`src/rtl/spdif_tx_pkg.sv`:
```
package spdif_tx_pkg;

   typedef enum logic [1:0] {
      FMT_LEFT  = 2'd0,
      FMT_I2S   = 2'd1,
      FMT_RIGHT = 2'd2,
      FMT_LEFT2 = 2'd3
   } ser_fmt_e;

   localparam int unsigned AUDIO_W   = 24;
   localparam int unsigned SF_SLOTS  = 32;
   localparam int unsigned SF_HALVES = 2 * SF_SLOTS;
   localparam int unsigned PRE_HALVES = 8;

   // preamble half-slot patterns, MSB sent first, for a low line before them
   localparam logic [7:0] PAT_BLOCK = 8'b1110_1000;
   localparam logic [7:0] PAT_LEFT  = 8'b1110_0010;
   localparam logic [7:0] PAT_RIGHT = 8'b1110_0100;

   function automatic int unsigned width_of(logic [1:0] code);
      case (code)
         2'd0:    return 16;
         2'd1:    return 18;
         2'd2:    return 20;
         default: return 24;
      endcase
   endfunction

endpackage

```
`src/rtl/spdif_in_sync.sv`:
```
module spdif_in_sync #(
   parameter int STAGES = 2
) (
   input  logic clk,
   input  logic rst,
   input  logic bclk_i,
   input  logic fs_i,
   input  logic sd_i,
   output logic fs_o,
   output logic sd_o,
   output logic rise_o,
   output logic fall_o
);

   localparam int LAST = STAGES - 1;

   if (STAGES < 2) begin : g_bad_stages
      $error("spdif_in_sync needs at least two stages");
   end

   logic [STAGES-1:0][2:0] pipe_q;
   logic                   bclk_last_q;

   always_ff @(posedge clk) begin
      if (rst) begin
         pipe_q      <= '0;
         bclk_last_q <= 1'b0;
      end else begin
         pipe_q      <= {pipe_q[STAGES-2:0], {bclk_i, fs_i, sd_i}};
         bclk_last_q <= pipe_q[LAST][2];
      end
   end

   assign fs_o   = pipe_q[LAST][1];
   assign sd_o   = pipe_q[LAST][0];
   assign rise_o = pipe_q[LAST][2] & ~bclk_last_q;
   assign fall_o = ~pipe_q[LAST][2] & bclk_last_q;

endmodule

```
`src/rtl/spdif_deser.sv`:
```
module spdif_deser
   import spdif_tx_pkg::*;
#(
   parameter int HALF_BCLKS = 32
) (
   input  logic               clk,
   input  logic               rst,
   input  logic               rise_i,
   input  logic               fs_i,
   input  logic               sd_i,
   input  logic [1:0]         fmt_i,
   input  logic [1:0]         wid_i,
   output logic               valid_o,
   output logic [AUDIO_W-1:0] data_o,
   output logic               left_o,
   output logic               locked_o
);

   localparam int CNT_W = $clog2(HALF_BCLKS) + 1;
   localparam logic [CNT_W-1:0] CNT_MAX = '1;

   logic [CNT_W-1:0]   cnt_q, cnt_cur, n_bits, first_bit, last_bit;
   logic               fs_q, locked_q, fs_edge, in_win;
   logic [AUDIO_W-1:0] sh_q, sh_nx;

   always_comb begin
      n_bits = CNT_W'(width_of(wid_i));
      case (ser_fmt_e'(fmt_i))
         FMT_I2S:   first_bit = CNT_W'(1);
         FMT_RIGHT: first_bit = CNT_W'(HALF_BCLKS) - n_bits;
         default:   first_bit = '0;
      endcase
      last_bit = first_bit + n_bits - CNT_W'(1);
      fs_edge  = fs_i != fs_q;
      if (fs_edge)
         cnt_cur = '0;
      else if (cnt_q == CNT_MAX)
         cnt_cur = cnt_q;
      else
         cnt_cur = cnt_q + CNT_W'(1);
      in_win = (locked_q || fs_edge) && cnt_cur >= first_bit && cnt_cur <= last_bit;
      sh_nx  = {sh_q[AUDIO_W-2:0], sd_i};
   end

   always_ff @(posedge clk) begin
      if (rst) begin
         cnt_q    <= '0;
         fs_q     <= 1'b0;
         locked_q <= 1'b0;
         sh_q     <= '0;
         valid_o  <= 1'b0;
         data_o   <= '0;
         left_o   <= 1'b0;
      end else begin
         valid_o <= 1'b0;
         if (rise_i) begin
            fs_q  <= fs_i;
            cnt_q <= cnt_cur;
            if (fs_edge)
               locked_q <= 1'b1;
            if (in_win)
               sh_q <= sh_nx;
            if (in_win && cnt_cur == last_bit) begin
               valid_o <= 1'b1;
               data_o  <= sh_nx << (CNT_W'(AUDIO_W) - n_bits);
               left_o  <= (ser_fmt_e'(fmt_i) == FMT_I2S) ? ~fs_i : fs_i;
            end
         end
      end
   end

   assign locked_o = locked_q;

endmodule

```
`src/rtl/spdif_bmc_enc.sv`:
```
module spdif_bmc_enc
   import spdif_tx_pkg::*;
#(
   parameter int BLOCK_FRAMES = 192,
   parameter int FR_W         = $clog2(BLOCK_FRAMES)
) (
   input  logic                    clk,
   input  logic                    rst,
   input  logic                    tick_i,
   input  logic                    valid_i,
   input  logic [AUDIO_W-1:0]      data_i,
   input  logic                    left_i,
   input  logic [BLOCK_FRAMES-1:0] cs_i,
   output logic                    line_o,
   output logic [FR_W-1:0]         frame_o
);

   localparam logic [5:0]      HS_LAST = 6'(SF_HALVES - 1);
   localparam logic [5:0]      HS_PRE  = 6'(PRE_HALVES);
   localparam logic [FR_W-1:0] FR_LAST = FR_W'(BLOCK_FRAMES - 1);

   logic               pend_q, pend_left_q;
   logic [AUDIO_W-1:0] pend_data_q;
   logic               act_q, line_q, base_q, seen_left_q;
   logic [5:0]         hs_q, nh;
   logic [31:0]        slots_q, slots_nx;
   logic [7:0]         pre_q, pre_nx;
   logic [FR_W-1:0]    frame_q, frame_nx, start_frame;
   logic               cs_bit, lvl_nx;

   always_comb begin
      if (!seen_left_q)
         frame_nx = '0;
      else if (frame_q == FR_LAST)
         frame_nx = '0;
      else
         frame_nx = frame_q + FR_W'(1);
      start_frame = pend_left_q ? frame_nx : frame_q;
      cs_bit      = cs_i[start_frame];
      // parity, channel status, user 0, validity 0, audio, preamble placeholder
      slots_nx    = {^{cs_bit, pend_data_q}, cs_bit, 1'b0, 1'b0, pend_data_q, 4'b0000};
      if (!pend_left_q)
         pre_nx = PAT_RIGHT;
      else if (start_frame == '0)
         pre_nx = PAT_BLOCK;
      else
         pre_nx = PAT_LEFT;
      nh = hs_q + 6'd1;
      if (nh < HS_PRE)
         lvl_nx = pre_q[3'd7 - nh[2:0]] ^ base_q;
      else if (!nh[0])
         lvl_nx = ~line_q;
      else
         lvl_nx = line_q ^ slots_q[nh[5:1]];
   end

   always_ff @(posedge clk) begin
      if (rst) begin
         pend_q      <= 1'b0;
         pend_left_q <= 1'b0;
         pend_data_q <= '0;
         act_q       <= 1'b0;
         hs_q        <= '0;
         line_q      <= 1'b0;
         base_q      <= 1'b0;
         slots_q     <= '0;
         pre_q       <= '0;
         frame_q     <= '0;
         seen_left_q <= 1'b0;
      end else begin
         if (tick_i) begin
            if (act_q && hs_q != HS_LAST) begin
               hs_q   <= nh;
               line_q <= lvl_nx;
            end else if (pend_q) begin
               act_q   <= 1'b1;
               hs_q    <= '0;
               base_q  <= line_q;
               line_q  <= pre_nx[7] ^ line_q;
               slots_q <= slots_nx;
               pre_q   <= pre_nx;
               pend_q  <= 1'b0;
               if (pend_left_q) begin
                  frame_q     <= frame_nx;
                  seen_left_q <= 1'b1;
               end
            end else begin
               act_q <= 1'b0;
            end
         end
         if (valid_i) begin
            pend_q      <= 1'b1;
            pend_data_q <= data_i;
            pend_left_q <= left_i;
         end
      end
   end

   assign line_o  = line_q;
   assign frame_o = frame_q;

endmodule

```
`src/rtl/spdif_tx.sv`:
```
module spdif_tx
   import spdif_tx_pkg::*;
#(
   parameter int HALF_BCLKS   = 32,
   parameter int BLOCK_FRAMES = 192,
   parameter int SYNC_STAGES  = 2
) (
   input  logic                    clk,
   input  logic                    rst,
   input  logic                    ser_bclk,
   input  logic                    ser_fs,
   input  logic                    ser_sd,
   input  logic [1:0]              cfg_fmt,
   input  logic [1:0]              cfg_width,
   input  logic [BLOCK_FRAMES-1:0] cs_bits,
   output logic                    bmc_out
);

   localparam int FR_W = $clog2(BLOCK_FRAMES);

   if (HALF_BCLKS < int'(AUDIO_W) + 1) begin : g_bad_half
      $error("HALF_BCLKS must leave room for a 24-bit I2S word");
   end
   if (HALF_BCLKS != int'(SF_SLOTS)) begin : g_bad_rate
      $error("one half-frame must span one subframe of 32 slots");
   end
   if (BLOCK_FRAMES < 2) begin : g_bad_block
      $error("BLOCK_FRAMES must be at least 2");
   end

   logic               fs_s, sd_s, b_rise, b_fall, half_tick;
   logic               smp_valid, smp_left, in_locked;
   logic [AUDIO_W-1:0] smp_data;
   logic [FR_W-1:0]    frame_idx;

   spdif_in_sync #(.STAGES(SYNC_STAGES)) u_sync (
      .clk    (clk),
      .rst    (rst),
      .bclk_i (ser_bclk),
      .fs_i   (ser_fs),
      .sd_i   (ser_sd),
      .fs_o   (fs_s),
      .sd_o   (sd_s),
      .rise_o (b_rise),
      .fall_o (b_fall)
   );

   assign half_tick = b_rise | b_fall;

   spdif_deser #(.HALF_BCLKS(HALF_BCLKS)) u_deser (
      .clk      (clk),
      .rst      (rst),
      .rise_i   (b_rise),
      .fs_i     (fs_s),
      .sd_i     (sd_s),
      .fmt_i    (cfg_fmt),
      .wid_i    (cfg_width),
      .valid_o  (smp_valid),
      .data_o   (smp_data),
      .left_o   (smp_left),
      .locked_o (in_locked)
   );

   spdif_bmc_enc #(.BLOCK_FRAMES(BLOCK_FRAMES), .FR_W(FR_W)) u_enc (
      .clk     (clk),
      .rst     (rst),
      .tick_i  (half_tick),
      .valid_i (smp_valid),
      .data_i  (smp_data),
      .left_i  (smp_left),
      .cs_i    (cs_bits),
      .line_o  (bmc_out),
      .frame_o (frame_idx)
   );

endmodule

```
`config.mk`:
```
export PLATFORM = sky130hd
export DESIGN_NAME = spdif_tx
export DESIGN_NICKNAME = d
export VERILOG_FILES = /design/src/rtl/spdif_tx_pkg.sv /design/src/rtl/spdif_in_sync.sv /design/src/rtl/spdif_deser.sv /design/src/rtl/spdif_bmc_enc.sv /design/src/rtl/spdif_tx.sv
export SDC_FILE = /design/constraint.sdc
export NUM_CORES = 1
export LEC_CHECK = 0
export BUFFER_PORTS_ARGS = -buffer_cell sky130_fd_sc_hd__buf_2
export CORE_ASPECT_RATIO = 1.5
export CORE_UTILIZATION = 25
export DETAILED_ROUTE_END_ITERATION = 10
export PLACE_DENSITY = 0.55
export SLEW_MARGIN = 25
export SYNTH_ARGS = -nofsm -noshare
export SYNTH_HDL_FRONTEND = slang
export SYNTH_SLANG_ARGS = --single-unit
export TNS_END_PERCENT = 20
```
`constraint.sdc`:
```
create_clock -name clk -period 6.74 [get_ports clk]
set_input_delay 1.348 -clock clk [delete_from_list [all_inputs] [get_ports clk]]
set_output_delay 1.348 -clock clk [all_outputs]
set_load 0.03 [all_outputs]
```
* Yosys cells after proc, flatten, opt, wreduce, memory -nomap -nowiden
Index checks and enable logic that the tools add are counted.
** Word-level totals
- Output and inout port bits :: 1
- Flip-flop bits (word level) :: 142
** Cells by class
- Order comparisons :: 6
- Eq/ne operators :: 10
- $add $sub $neg :: 8
- Reduce and logical (&&, ||, !) cells :: 19
- Bitwise gates (word level) :: 12
- Multiplexer cells :: 27
- Shifts and indexed selects :: 1
** Operators with widths (count)
- 8-bit two-way mux :: 4
- 25-bit XOR reduction :: 1
- 6-bit two-way mux :: 4
- 24-bit by 6-bit left shift with 24-bit output :: 1
- 1-bit two-way mux :: 13
- 6-bit by 1-bit adder with 6-bit output, second input constant :: 2
- 4-bit one-hot mux with 3 select lines :: 1
- 6-bit one-hot mux with 2 select lines :: 1
- 2-bit AND reduction :: 6
- 8-bit by 9-bit less-than comparator with 1-bit output, second input constant :: 1
- 8-bit by 1-bit adder with 8-bit output, second input constant :: 1
- 1-bit binary-select mux with 8-bit select :: 1
- 8-bit equality test, second input constant :: 1
- 8-bit zero test :: 1
- 6-bit by 5-bit adder with 6-bit output :: 1
- 6-bit equality test :: 1
- 6-bit equality test, second input constant :: 1
- 6-bit greater-or-equal comparator :: 1
- 6-bit <= comparator :: 1
- 5-bit by 6-bit less-than comparator with 1-bit output, second input constant :: 1
- 6-bit by 4-bit less-than comparator with 1-bit output, second input constant :: 1
- 6-bit != test, second input constant :: 1
- 1-bit NOT :: 6
- 5-bit by 5-bit subtractor with 6-bit output, first input constant :: 1
- other kinds (21) :: 30

* Logic depth before layout (Yosys ltp)
Gate-level depths: netlist of run 1.
- Word-level depth :: 10
- Depth in mapped cells :: 19

* Cells and area by module
Synthesis of run 1 repeated with hierarchy kept, for this count alone.
** Second synthesis, totals
- Cells, all modules :: 1120
- Area, all modules :: 9273.9 um^2
** By module, submodules not included
- spdif_bmc_enc :: cells each 717, times used 1, seq. area each 1481.4 um^2, area each 5456.5 um^2
- spdif_deser :: cells each 386, times used 1, seq. area each 1141.1 um^2, area each 3614.7 um^2
- spdif_in_sync :: cells each 16, times used 1, seq. area each 140.1 um^2, area each 196.4 um^2
- spdif_tx :: cells each 1, times used 1, seq. area each 0.0 um^2, area each 6.3 um^2

* Worst setup path after synthesis of run 1
Ideal clock, no wire load.
- Path kind :: in2reg
- Start :: in cfg_width[1]
- End :: reg u_deser.sh_q[19]
- Slack :: 1.642 ns
- Arrival time :: 4.971 ns
- Cell stages on the path :: 17
- Library setup time :: 0.128 ns
- Path buffers :: 4
- Cell sequence :: inv_1 ha_1 clkbuf_1 clkbuf_1 nand2b_1 ha_1 fa_1 xnor2_1 ha_1 a21o_1 a21o_1 a211oi_1 o21a_1 clkbuf_1 buf_1 mux2i_1 nor2_1
** On the way
- Word-level cells in the longest chain between the ends :: 9
- Elaborated cells between the ends (all ways) :: 13
- Those cells by class :: add/sub (3); order compare (2); eq/ne (2); mux (2); reduce/logical (4)
** RTL lines
- start, declared :: line spdif_tx.sv:14 : input logic [1:0] cfg_width,
- 2-bit equality test (tied with other cells) :: line spdif_tx_pkg.sv:21 : case (code)
- 4-bit one-hot mux with 3 select lines (*) :: line spdif_tx_pkg.sv:21
- 6-bit by 5-bit subtractor with 6-bit output :: line spdif_deser.sv:30 : FMT_RIGHT: first_bit = CNT_W'(HALF_BCLKS) - n_bits;
- 6-bit one-hot mux with 2 select lines :: line spdif_deser.sv:28 : case (ser_fmt_e'(fmt_i))
- 6-bit by 5-bit adder with 6-bit output :: line spdif_deser.sv:33 : last_bit = first_bit + n_bits - CNT_W'(1);
- 6-bit by 1-bit subtractor with 6-bit output :: line spdif_deser.sv:33
- 6-bit <= comparator :: line spdif_deser.sv:41 : in_win = (locked_q || fs_edge) && cnt_cur >= first_bit && cnt_cur <= last_bit;
- 1-bit logical AND (*) :: line spdif_deser.sv:41
- 2-bit AND reduction (no source line) (*)
- end signal, assigned :: line spdif_deser.sv:62 : sh_q <= sh_nx;
- end, declared :: line spdif_deser.sv:24 : logic [AUDIO_W-1:0] sh_q, sh_nx;
Every way passes the cells marked *; elsewhere a longest branch is shown, timed or not.
A chain may end at the register's enable or synchronous reset.

* Final worst setup path of run 1
- Start :: in cfg_width[1]
- End :: reg u_deser.data_o[12]
** On the way
- Word-level cells in the longest chain between the ends :: 10
- Elaborated cells between the ends (all ways) :: 17
- Those cells by class :: add/sub (4); order compare (2); eq/ne (3); shift (1); mux (2); reduce/logical (5)
** RTL lines
- 2-bit equality test (tied with other cells) :: line spdif_tx_pkg.sv:21
- 4-bit one-hot mux with 3 select lines (*) :: line spdif_tx_pkg.sv:21
- 6-bit by 5-bit subtractor with 6-bit output :: line spdif_deser.sv:30
- 6-bit one-hot mux with 2 select lines :: line spdif_deser.sv:28
- 6-bit by 5-bit adder with 6-bit output :: line spdif_deser.sv:33
- 6-bit by 1-bit subtractor with 6-bit output :: line spdif_deser.sv:33
- 6-bit <= comparator :: line spdif_deser.sv:41
- 1-bit logical AND :: line spdif_deser.sv:41
- 1-bit logical AND :: line spdif_deser.sv:63 : if (in_win && cnt_cur == last_bit) begin
- 2-bit AND reduction (no source line)
- end signal, assigned :: line spdif_deser.sv:65 : data_o <= sh_nx << (CNT_W'(AUDIO_W) - n_bits);
- end, declared :: line spdif_deser.sv:14 : output logic [AUDIO_W-1:0] data_o,
Marks and branches as above.

==> metrics.cfg, run 1 <==
[outcome]
status=finished clean

[synthesis]
syn_area_per_cell_sq_um=7.90
synthArstFlopShare=0
synth_edf_count=0
yosysSeqAreaShare=0.309
synth.cell_area_sq_um=8940
yosys_warnings=0
synthCells=1132
ys_ff_latch=138
synth_ff_type=dfxtp_1
synth_nets=1361
yosysUniqueCellTypes=73

[placed_design]
dp_hpwl_um=22800
post-place-ws_ns=1.55
dp.cells=1742
placement.io_buffers=201
place.gp.congestion=0.950

[detailed_routing]
route.met2.wl_um=14300
vias=8787
met3_length_um=1890
drc_errors=0
drt_iter0_drc=514
top_layer=met5
drt-vias-per-instance=4.95
wl_met1_um=12100
wire_per_inst_um=16.8
finalWirelength_um=29800
ant_nets=0
first_pass_iters=5

[setup_path]
critPathLaunchType=input pin
reg2reg_setup_slack_ns=2.01
arrival_ns=5.06
crit_fanout=25
critPathMaxStageDelay_ns=0.74
path_cells=buf_2 > inv_1 > ha_1 > nand2_1 > nand2b_1 > ha_1 > a21o_1 > a21oi_1 > xor2_1 > ha_1 > nand4_1 > nor2_1 > and2_1 > o221ai_1 > o21ai_0 > nor2_1
cp-end-kind=flip-flop
crit_required_ns=7.04
crit_type=input pin to flip-flop
worst_path_max_delay_cell=and2_1
cp_common_cell=ha_1

[floorplan]
io_pins=202
die-area_sq_um=36500
coreArea_sq_um=35100
die_y_um=234
start_util=0.255
rows=84
die_x_um=156

[cts]
root_buffer=clkbuf_16
numCtsBuffers=17
cts_setup_buffers=0
post_cts_resized=0
cts_tree=done
cts.sinks=138
cts.clk_slew.worst_paths_ns=0.06
clk_latency_ns=0.43
hold_buffers=0
clockBufferDepth=2
htreeDepth=4

[global_routing]
grt_max_degree=91
grt_pass1_wl_um=45400
antenna_found_initial=1
track_usage=0.162
grt.overflow.total=0
first_global_vias=8410

[final_layout]
layout.nets=1517
area_delta_synth_final_pct=21.9
n_antenna_cell=0
fin_cells=1774
layout-drive-gt1-share=0.231

[sta]
period_share=0.707
worst_slew_pin_slew_ns=0.955
min_period_ns=4.76
fin_skew_ns=0.00741
clock.fmax_ghz=0.210
fin_tns_setup_ns=0
finalSetupViolations=0
fin_hold_ws_ns=0.434
max-slew-margin-rel=0.361
slew_violations=0
rsz0062_at_grt=false
finalHoldViolations=0
setup_ws_ns=1.98

[power_and_ir_drop]
ir_worst_vdd_mv=0.176
leakage_nw=4.24
power-per-cell-area_nw_per_um2=174

[hold_path]
hold_class=flip-flop to flip-flop

[flow_run]
maxCapViolCount=0

## cells in the mapped netlist (5+ instances only)
master / number / area, sq um
nand2_1: 174 / 653
dfxtp_1: 138 / 2760
nor2_1: 135 / 507
a21oi_1: 99 / 495
mux2i_1: 83 / 831
clkbuf_1: 56 / 210
o21ai_0: 45 / 225
nand3_1: 32 / 160
a211oi_1: 31 / 233
xnor2_1: 29 / 254
ha_1: 27 / 338
nor3_1: 21 / 105
and3_1: 20 / 125
mux2_2: 20 / 225
inv_1: 18 / 67.6
nor2b_1: 17 / 106
buf_2: 14 / 70.1
a221oi_1: 11 / 96.3
a311oi_1: 11 / 96.3
mux4_2: 11 / 248
nand2b_1: 10 / 62.6
a31oi_1: 8 / 50.1
xor2_1: 8 / 70.1
a21o_1: 7 / 52.6
a22oi_1: 7 / 52.6
buf_1: 7 / 26.3
nor4_1: 6 / 37.5
o2111ai_1: 6 / 52.6
o221ai_1: 6 / 52.6
nand4_1: 5 / 31.3
o31ai_1: 5 / 37.5
## worst max-delay path, delay by kind of cell
family          cells  cell delay [ns]
buf+inv             2             0.22
simple gates        6             1.43
xor+xnor            1             0.10
fa+ha+maj           3             1.19
compound gates      4             0.73
## routing by layer
layer  vias to the layer above  track usage
li1                       4380            -
met2                       337        0.289
met1                      4004        0.172
met4                         2       0.0968
met3                        64       0.0397
met5                         -            0
## final cells by class
class / instances / area, sq um
Clock buffer: 17 / 425
Clock inverter: 15 / 133
Fill cell: 3849 / 24200
Inverter: 19 / 71.3
Multi-Input combinational cell: 893 / 5770
Sequential cell: 138 / 2760
Tap cell: 473 / 592
Timing Repair Buffer: 219 / 1140
## path summary, 6_finish.rpt
check / start / to / cells after the start
setup / recovery: cfg_width[1] / u_deser.data_o[12]$_SDFFE_PP0P_ / 16
hold / removal: u_sync.pipe_q[2]$_SDFF_PP0_ / u_sync.pipe_q[5]$_SDFF_PP0_ / 1
setup reg to reg: u_enc.pend_left_q$_SDFFE_PP0P_ / u_enc.slots_q[31]$_SDFFE_PP0P_ / 10
hold reg to reg: u_sync.pipe_q[2]$_SDFF_PP0_ / u_sync.pipe_q[5]$_SDFF_PP0_ / 1
## cell usage in the layout, fill, tap and decap left out, types with 5 or more instances in the layout
master | synthesis | final
nor2b_1 | 17 | 17
mux2i_1 | 83 | 83
mux4_2 | 11 | 11
clkbuf_16 | 0 | 17
o31ai_1 | 5 | 5
dfxtp_1 | 138 | 138
xor2_1 | 8 | 8
o221ai_1 | 6 | 6
o21ai_0 | 45 | 45
nand3_1 | 32 | 32
nor2_1 | 135 | 133
nor4_1 | 6 | 6
mux2_2 | 20 | 20
a21o_1 | 7 | 7
a21oi_1 | 99 | 99
buf_2 | 14 | 200
ha_1 | 27 | 27
o2111ai_1 | 6 | 6
and3_1 | 20 | 20
a311oi_1 | 11 | 11
inv_1 | 18 | 18
xnor2_1 | 29 | 29
nor3_1 | 21 | 21
a22oi_1 | 7 | 7
inv_6 | 0 | 6
nand4_1 | 5 | 5
nand2_1 | 174 | 173
nand2b_1 | 10 | 10
a211oi_1 | 31 | 31
a221oi_1 | 11 | 11
buf_4 | 1 | 19
a31oi_1 | 8 | 8
## through the flow
stage,total power [mW],util,instance area [sq um]
after floorplan,0.941,-,8940
after global placement,1.03,0.295,10300
after detailed placement,1.03,0.295,10300
after CTS,1.92,0.310,10900
after global routing,1.98,0.310,10900
final,1.89,0.310,10900
## power breakdown
part           switching [mW]  leakage (nW)  internal [mW]
combinational           0.107          2.85         0.0903
clock                   0.393         0.271          0.485
sequential            0.00126          1.11          0.818
## cells by family after synthesis
kind of cell             count (synthesis)  share of synthesized area
flip-flops                             138                      0.309
AND/OR/NAND/NOR                        438                      0.217
adder cells (fa/ha/maj)                 28                     0.0400
XOR/XNOR                                37                     0.0363
buffers and inverters                  101                     0.0475
multiplexers                           117                      0.150
AO/OA/AOI/OAI                          273                      0.201
## registers in the layout, summed over array words and instances (netlist names), 4 cells and up
| register | count |
|---|---|
| u_enc.slots_q | 26 |
| u_deser.sh_q | 23 |
| u_sync.pipe_q | 4 |
| u_enc.pre_q | 4 |
| u_deser.cnt_q | 6 |
| u_enc.hs_q | 6 |
| u_enc.frame_o | 8 |
| u_enc.pend_data_q | 24 |
| u_deser.data_o | 24 |
(Power assumes the default switching activity.)
==> inputs of run 2 (changes only) <==
--- a/config.mk
+++ b/config.mk
@@ -5,11 +5,12 @@
 export SDC_FILE = /design/constraint.sdc
 export NUM_CORES = 1
 export LEC_CHECK = 0
+export ABC_AREA = 1
 export BUFFER_PORTS_ARGS = -buffer_cell sky130_fd_sc_hd__buf_2
 export CORE_ASPECT_RATIO = 1.5
 export CORE_UTILIZATION = 25
 export DETAILED_ROUTE_END_ITERATION = 10
-export PLACE_DENSITY = 0.55
+export PLACE_DENSITY = 0.57
 export SLEW_MARGIN = 25
 export SYNTH_ARGS = -nofsm -noshare
 export SYNTH_HDL_FRONTEND = slang
==> constraint.sdc (replaced) <==
create_clock -name clk -period 4.25 [get_ports clk]
set_input_delay 0.85 -clock clk [delete_from_list [all_inputs] [get_ports clk]]
set_output_delay 0.85 -clock clk [all_outputs]
set_load 0.03 [all_outputs]
==> metrics.cfg, run 2 <==
[sta]
fin_tns_setup_ns=0  ; unchanged
finalHoldViolations=0  ; unchanged
period_share=0.853
min_period_ns=3.63
finalSetupViolations=0  ; unchanged
fin_skew_ns=0.0115  ; +0.00405 ns
slew_violations=0  ; unchanged
fin_hold_ws_ns=0.405  ; -0.0286 ns
clock.fmax_ghz=0.276
worst_slew_pin_slew_ns=0.969  ; +0.0142 ns
max-slew-margin-rel=0.353  ; -0.00803
setup_ws_ns=0.623  ; -1.35 ns
rsz0062_at_grt=false

[setup_path]
critPathLaunchType=input pin
cp-end-kind=flip-flop
rr_endpoint=u_deser.data_o[12]$_SDFFE_PP0P_
cp_top_family=adder cells
path_cells=buf_2 > inv_1 > ha_1 > inv_1 > or2_2 > ha_1 > fa_1 > a221oi_1 > ha_1 > nand2_1 > inv_1 > nand3_1 > o21bai_1 > a31o_2 > nand2_1 > buf_12 > o21ai_0 > a21oi_1
critPathMaxStageDelay_ns=0.42  ; -0.32 ns
worst-path-buf-inv=5  ; +3
crit_cells=18  ; +2
crit_fanout=39  ; +56%
crit_type=input pin to flip-flop
arrival_ns=3.93  ; -1.13 ns
crit_required_ns=4.56  ; -2.48 ns
r2r-start=u_deser.cnt_q[0]$_SDFFE_PP0P_
worst_path_max_delay_cell=fa_1
reg2reg_setup_slack_ns=0.75  ; -1.26 ns
ff2ff_path_depth=19  ; +9

[placed_design]
placement.io_buffers=201  ; unchanged
detailed_place.area_sq_um=10300  ; -0.22%
place.gp.congestion=0.926  ; -2.5%
dp.cells=2025  ; +16%
dp_hpwl_um=21900  ; -3.8%
post-place-ws_ns=0.166  ; -1.39 ns

[final_layout]
fin_cells=2057  ; +16%
regMostFlops=u_enc.slots_q
reg_top3=u_enc.slots_q (26), u_deser.data_o (24), u_enc.pend_data_q (24)
layout.nets=1800  ; +19%
layout-drive-gt1-share=0.176  ; -0.0545
final_core_util=0.311  ; +0.000606
area_delta_synth_final_pct=22.3
n_antenna_cell=0  ; unchanged
stdcell_area_sq_um=10900  ; +0.20%
final_cell_mix=nand2_1, buf_2, nor2_1
largest_reg_flops=26  ; unchanged
layout_commonest_cell=nand2_1

[cts]
post_cts_resized=0  ; unchanged
hold_buffers=0  ; unchanged
cts_setup_buffers=0  ; unchanged
cts.clk_slew.worst_paths_ns=0.06  ; about the same
cts.sinks=138  ; unchanged
root_buffer=clkbuf_16
numCtsBuffers=17  ; unchanged
htreeDepth=4  ; unchanged
clk_latency_ns=0.43  ; about the same
clockBufferDepth=2  ; unchanged
cts_tree=done

[floorplan]
die_y_um=233  ; about the same
die_x_um=156  ; about the same
start_util=0.254  ; -0.000285
die-area_sq_um=36500  ; -0.11%
coreArea_sq_um=35100  ; unchanged
rows=84  ; unchanged
io_pins=202  ; unchanged

[synthesis]
netlist_top_cells_area=dfxtp_1, nand2_1, o21ai_0
synth_ff_type=dfxtp_1
yosysUniqueCellTypes=48  ; -34%
synth.cell_area_sq_um=8930  ; -0.11%
yosysTopAreaCellShare=0.309  ; +0.000346
yosysSeqAreaShare=0.309  ; +0.000346
syn_area_per_cell_sq_um=6.32  ; -20%
synth_edf_count=0  ; unchanged
synthArstFlopShare=0  ; unchanged
synth_most_common_cell=nand2_1
synth_top_cell_by_area=dfxtp_1
synthCells=1413  ; +25%
synth_nets=1642  ; +21%
ys_ff_latch=138  ; unchanged
yosys_warnings=0  ; unchanged
yosys-top-cells-count=nand2_1, nor2_1, o21ai_0

[detailed_routing]
drt-vias-per-instance=4.72  ; -4.7%
wire_per_inst_um=13.9  ; -17%
ant_nets=0  ; unchanged
first_pass_iters=5  ; unchanged
drt_iter0_drc=720  ; +40%
drc_errors=0  ; unchanged
vias=9714  ; +11%
finalWirelength_um=28600  ; -4.2%

[global_routing]
first_global_vias=9004  ; +7.1%
grt_max_degree=107  ; +18%
grt_pass1_wl_um=43800  ; -3.5%
antenna_found_initial=0  ; -1
grt.overflow.total=0  ; unchanged
track_usage=0.152  ; -0.0101

[outcome]
status=finished clean

[power_and_ir_drop]
ir_worst_vdd_mv=0.268  ; +52%
power-per-cell-area_nw_per_um2=292  ; +68%
leakage_nw=4.96  ; +17%
power.total_mw=3.19  ; +68%

[hold_path]
holdPathEnd=u_sync.fs_o$_SDFF_PP0_
hold_class=flip-flop to flip-flop
holdPathStages=2  ; +1
hold_start=u_sync.pipe_q[1]$_SDFF_PP0_

[flow_run]
maxCapViolCount=0  ; unchanged

run 2: changes by cell type after synthesis, moves of 20 or more:
| cell | previous run | this run |
|---|---|---|
| and3_1 | 20 | 0 |
| inv_1 | 18 | 104 |
| a211oi_1 | 31 | 3 |
| mux2_2 | 20 | 0 |
| o21ai_0 | 45 | 177 |
| nand2_1 | 174 | 288 |
| nand3_1 | 32 | 166 |
| mux2i_1 | 83 | 7 |
| nor2_1 | 135 | 191 |
run 2: worst register-to-register path, delay by kind of cell (launching register included):
| kind | cells | cell delay, ns |
|---|---|---|
| buf+inv | 3 | 0.44 |
| compound gates | 7 | 0.88 |
| simple gates | 7 | 1.21 |
| flops | 1 | 0.40 |
| fa+ha+maj | 2 | 0.45 |
run 2: how the worst max path moves through the flow:
stage | startpoint | end | slack, ns
3_3_place_gp | cfg_width[1] | u_deser.sh_q[0]$_SDFFE_PP0P_ | 0.25
4_1_cts | cfg_width[1] | u_deser.sh_q[0]$_SDFFE_PP0P_ | 0.62
2_1_floorplan | cfg_width[1] | u_deser.sh_q[14]$_SDFFE_PP0P_ | 0.09
3_5_place_dp | cfg_width[1] | u_deser.sh_q[0]$_SDFFE_PP0P_ | 0.17
5_1_grt | u_deser.cnt_q[0]$_SDFFE_PP0P_ | u_deser.data_o[14]$_SDFFE_PP0P_ | 0.31
6_report | cfg_width[1] | u_deser.sh_q[2]$_SDFFE_PP0P_ | 0.62
run 2: logic make-up after synthesis:
logic type,after synthesis,synth area share
simple gates,677,0.319
compound gates,331,0.197
buf+inv,199,0.0935
flops,138,0.309
xor+xnor,33,0.0324
fa+ha+maj,28,0.0401
mux,7,0.00785
run 2: where the power goes:
group          leakage (nW)  switching, mW  total (mW)  internal [mW]
Clock                 0.282          0.583        1.51          0.932
Sequential             1.11        0.00708        1.31           1.30
Combinational          3.57          0.204       0.362          0.158
Total                  4.96          0.794        3.19           2.39
run 2: cell type report:
type                            count  area (sq um)
Clock inverter                     12           165
Inverter                          115           432
Fill cell                        3976         24200
Sequential cell                   138          2760
Clock buffer                       20           437
Timing Repair Buffer              223          1200
Multi-Input combinational cell   1076          5330
Tap cell                          473           592
run 2: metal layers:
metal  routed length (um)  up-vias  GRT usage
met5                    0        -          0
met2                14400      347      0.295
li1                     -     4981          -
met3                 1820       67     0.0275
met1                11200     4319      0.153
met4                 1130        0     0.0760
==> inputs of run 3 (changes only) <==
==> constraint.sdc (replaced) <==
create_clock -name clk -period 4.25 [get_ports clk]
set_input_delay 0.2125 -clock clk [delete_from_list [all_inputs] [get_ports clk]]
set_output_delay 0.2125 -clock clk [all_outputs]
set_load 0.03 [all_outputs]
==> metrics.cfg, run 3 (synthesis results as in run 2) <==
[outcome]
status=finished clean

[detailed_routing]
drt_iter0_drc=751  ; +4.3%
vias=9725  ; +0.11%
drc_errors=0  ; unchanged
wire_per_inst_um=14.0  ; +0.97%
finalWirelength_um=28800  ; +0.87%
ant_nets=0  ; unchanged
drt-vias-per-instance=4.73  ; +0.21%
first_pass_iters=7  ; +2

[cts]
cts.sinks=138  ; unchanged
clockBufferDepth=2  ; unchanged
htreeDepth=4  ; unchanged
cts.clk_slew.worst_paths_ns=0.06  ; about the same
numCtsBuffers=17  ; unchanged
cts_tree=done
post_cts_resized=0  ; unchanged
clk_latency_ns=0.42  ; about the same
root_buffer=clkbuf_16

[floorplan]
die-area_sq_um=36500  ; unchanged
rows=84  ; unchanged
start_util=0.254  ; unchanged
die_x_um=156  ; unchanged
io_pins=202  ; unchanged
die_y_um=233  ; unchanged
coreArea_sq_um=35100  ; unchanged

[placed_design]
dp_hpwl_um=21900  ; about the same
detailed_place.area_sq_um=10300  ; -0.34%
placement.io_buffers=201  ; unchanged
place.gp.congestion=0.884  ; -4.5%
post-place-ws_ns=0.575  ; +0.409 ns
dp.cells=2022  ; -0.15%

[sta]
fin_skew_ns=0.00681  ; -0.00466 ns
worst_slew_pin_slew_ns=0.938  ; -0.0313 ns
clock.fmax_ghz=0.270  ; -1.9%
fin_hold_ws_ns=0.00500  ; -0.400 ns
fin_tns_setup_ns=0  ; unchanged
finalSetupViolations=0  ; unchanged
setup_ws_ns=0.553  ; -0.0699 ns
max-slew-margin-rel=0.374  ; +0.0211
rsz0062_at_grt=false
slew_violations=0  ; unchanged
min_period_ns=3.70  ; +0.0699 ns
period_share=0.870  ; +0.0164
finalHoldViolations=0  ; unchanged

[final_layout]
area_delta_synth_final_pct=22.3  ; unchanged
reg_top3=u_enc.slots_q (26), u_deser.data_o (24), u_enc.pend_data_q (24)
n_antenna_cell=0  ; unchanged
layout.nets=1798  ; -0.11%
layout_commonest_cell=nand2_1
largest_reg_flops=26  ; unchanged
stdcell_area_sq_um=10900  ; unchanged
regMostFlops=u_enc.slots_q
final_cell_mix=nand2_1, buf_2, nor2_1
layout-drive-gt1-share=0.176  ; +0.000223
fin_cells=2055  ; -0.097%

[setup_path]
crit_type=flip-flop to flip-flop
arrival_ns=4.03  ; +0.10 ns
crit_fanout=36  ; -7.7%
crit_required_ns=4.58  ; +0.02 ns
critPathLaunchType=flip-flop
cp-end-kind=flip-flop

[global_routing]
track_usage=0.156  ; +0.00407
grt.overflow.total=0  ; unchanged
grt_pass1_wl_um=45300  ; +3.3%
grt_max_degree=104  ; -2.8%
antenna_found_initial=1  ; +1
first_global_vias=9183  ; +2.0%

[power_and_ir_drop]
power-per-cell-area_nw_per_um2=296  ; +1.3%
leakage_nw=4.97  ; +0.12%
ir_worst_vdd_mv=0.260  ; -3.0%

[hold_path]
hold_class=input pin to flip-flop

[flow_run]
maxCapViolCount=0  ; unchanged

-- run 3: path summary, 6_finish.rpt --
check | slack [ns] | to | startpoint | cells past startpoint
worst max register to register | 0.55 | u_deser.data_o[4]$_SDFFE_PP0P_ | u_deser.cnt_q[0]$_SDFFE_PP0P_ | 20
worst min register to register | 0.41 | u_sync.fs_o$_SDFF_PP0_ | u_sync.pipe_q[1]$_SDFF_PP0_ | 2
worst min-delay path | 0.005 | u_sync.pipe_q[1]$_SDFF_PP0_ | ser_fs | 3
worst max-delay path | 0.55 | u_deser.data_o[4]$_SDFFE_PP0P_ | u_deser.cnt_q[0]$_SDFFE_PP0P_ | 20
-- run 3: area by class of cell --
cell class,count,area [sq um]
Clock buffer,18,439
Clock inverter,14,186
Fill cell,3920,24200
Inverter,115,433
Multi-Input combinational cell,1076,5330
Sequential cell,138,2760
Tap cell,473,592
Timing Repair Buffer,221,1170
-- run 3: power breakdown --
part | switching, mW | total (mW) | internal, mW
registers | 0.00713 | 1.31 | 1.30
clock network | 0.602 | 1.56 | 0.955
logic | 0.206 | 0.363 | 0.157
total | 0.815 | 3.23 | 2.42
-- run 3: critical path, stage by stage (launching register included) --
cell and delay, ns:
dfxtp_1 0.39, ha_1 0.19, nand2_1 0.07, nor2_1 0.09, inv_1 0.07, nor2_1 0.16, inv_1 0.10, or2_2 0.27
nand3_1 0.12, ha_1 0.25, a21boi_0 0.17, o21a_1 0.13, o21ai_0 0.06, a21boi_0 0.18, o32ai_1 0.12, nor2_2 0.34
nand2_2 0.09, buf_4 0.26, nor2_4 0.22, inv_2 0.11, o31ai_1 0.20
-- run 3: what timing repair did --
item                                   CTS  global route
setup buffers                            0             0
hold buffers                             1             0
endpoints found under the hold margin    1             0
-- run 3: layer usage --
metal  up-vias  track usage  part of all wire
met5         -            0           0.00035
met4         2       0.0870             0.046
met3        67       0.0271             0.062
met2       357        0.293              0.49
met1      4320        0.163              0.40
li1       4979            -                 -
-- run 3: metrics by stage --
step,util,power (mW)
after CTS,0.311,3.27
after detailed placement,0.293,1.70
after global placement,0.293,1.69
after global routing,0.311,3.37
final,0.311,3.23
after floorplan,-,1.54
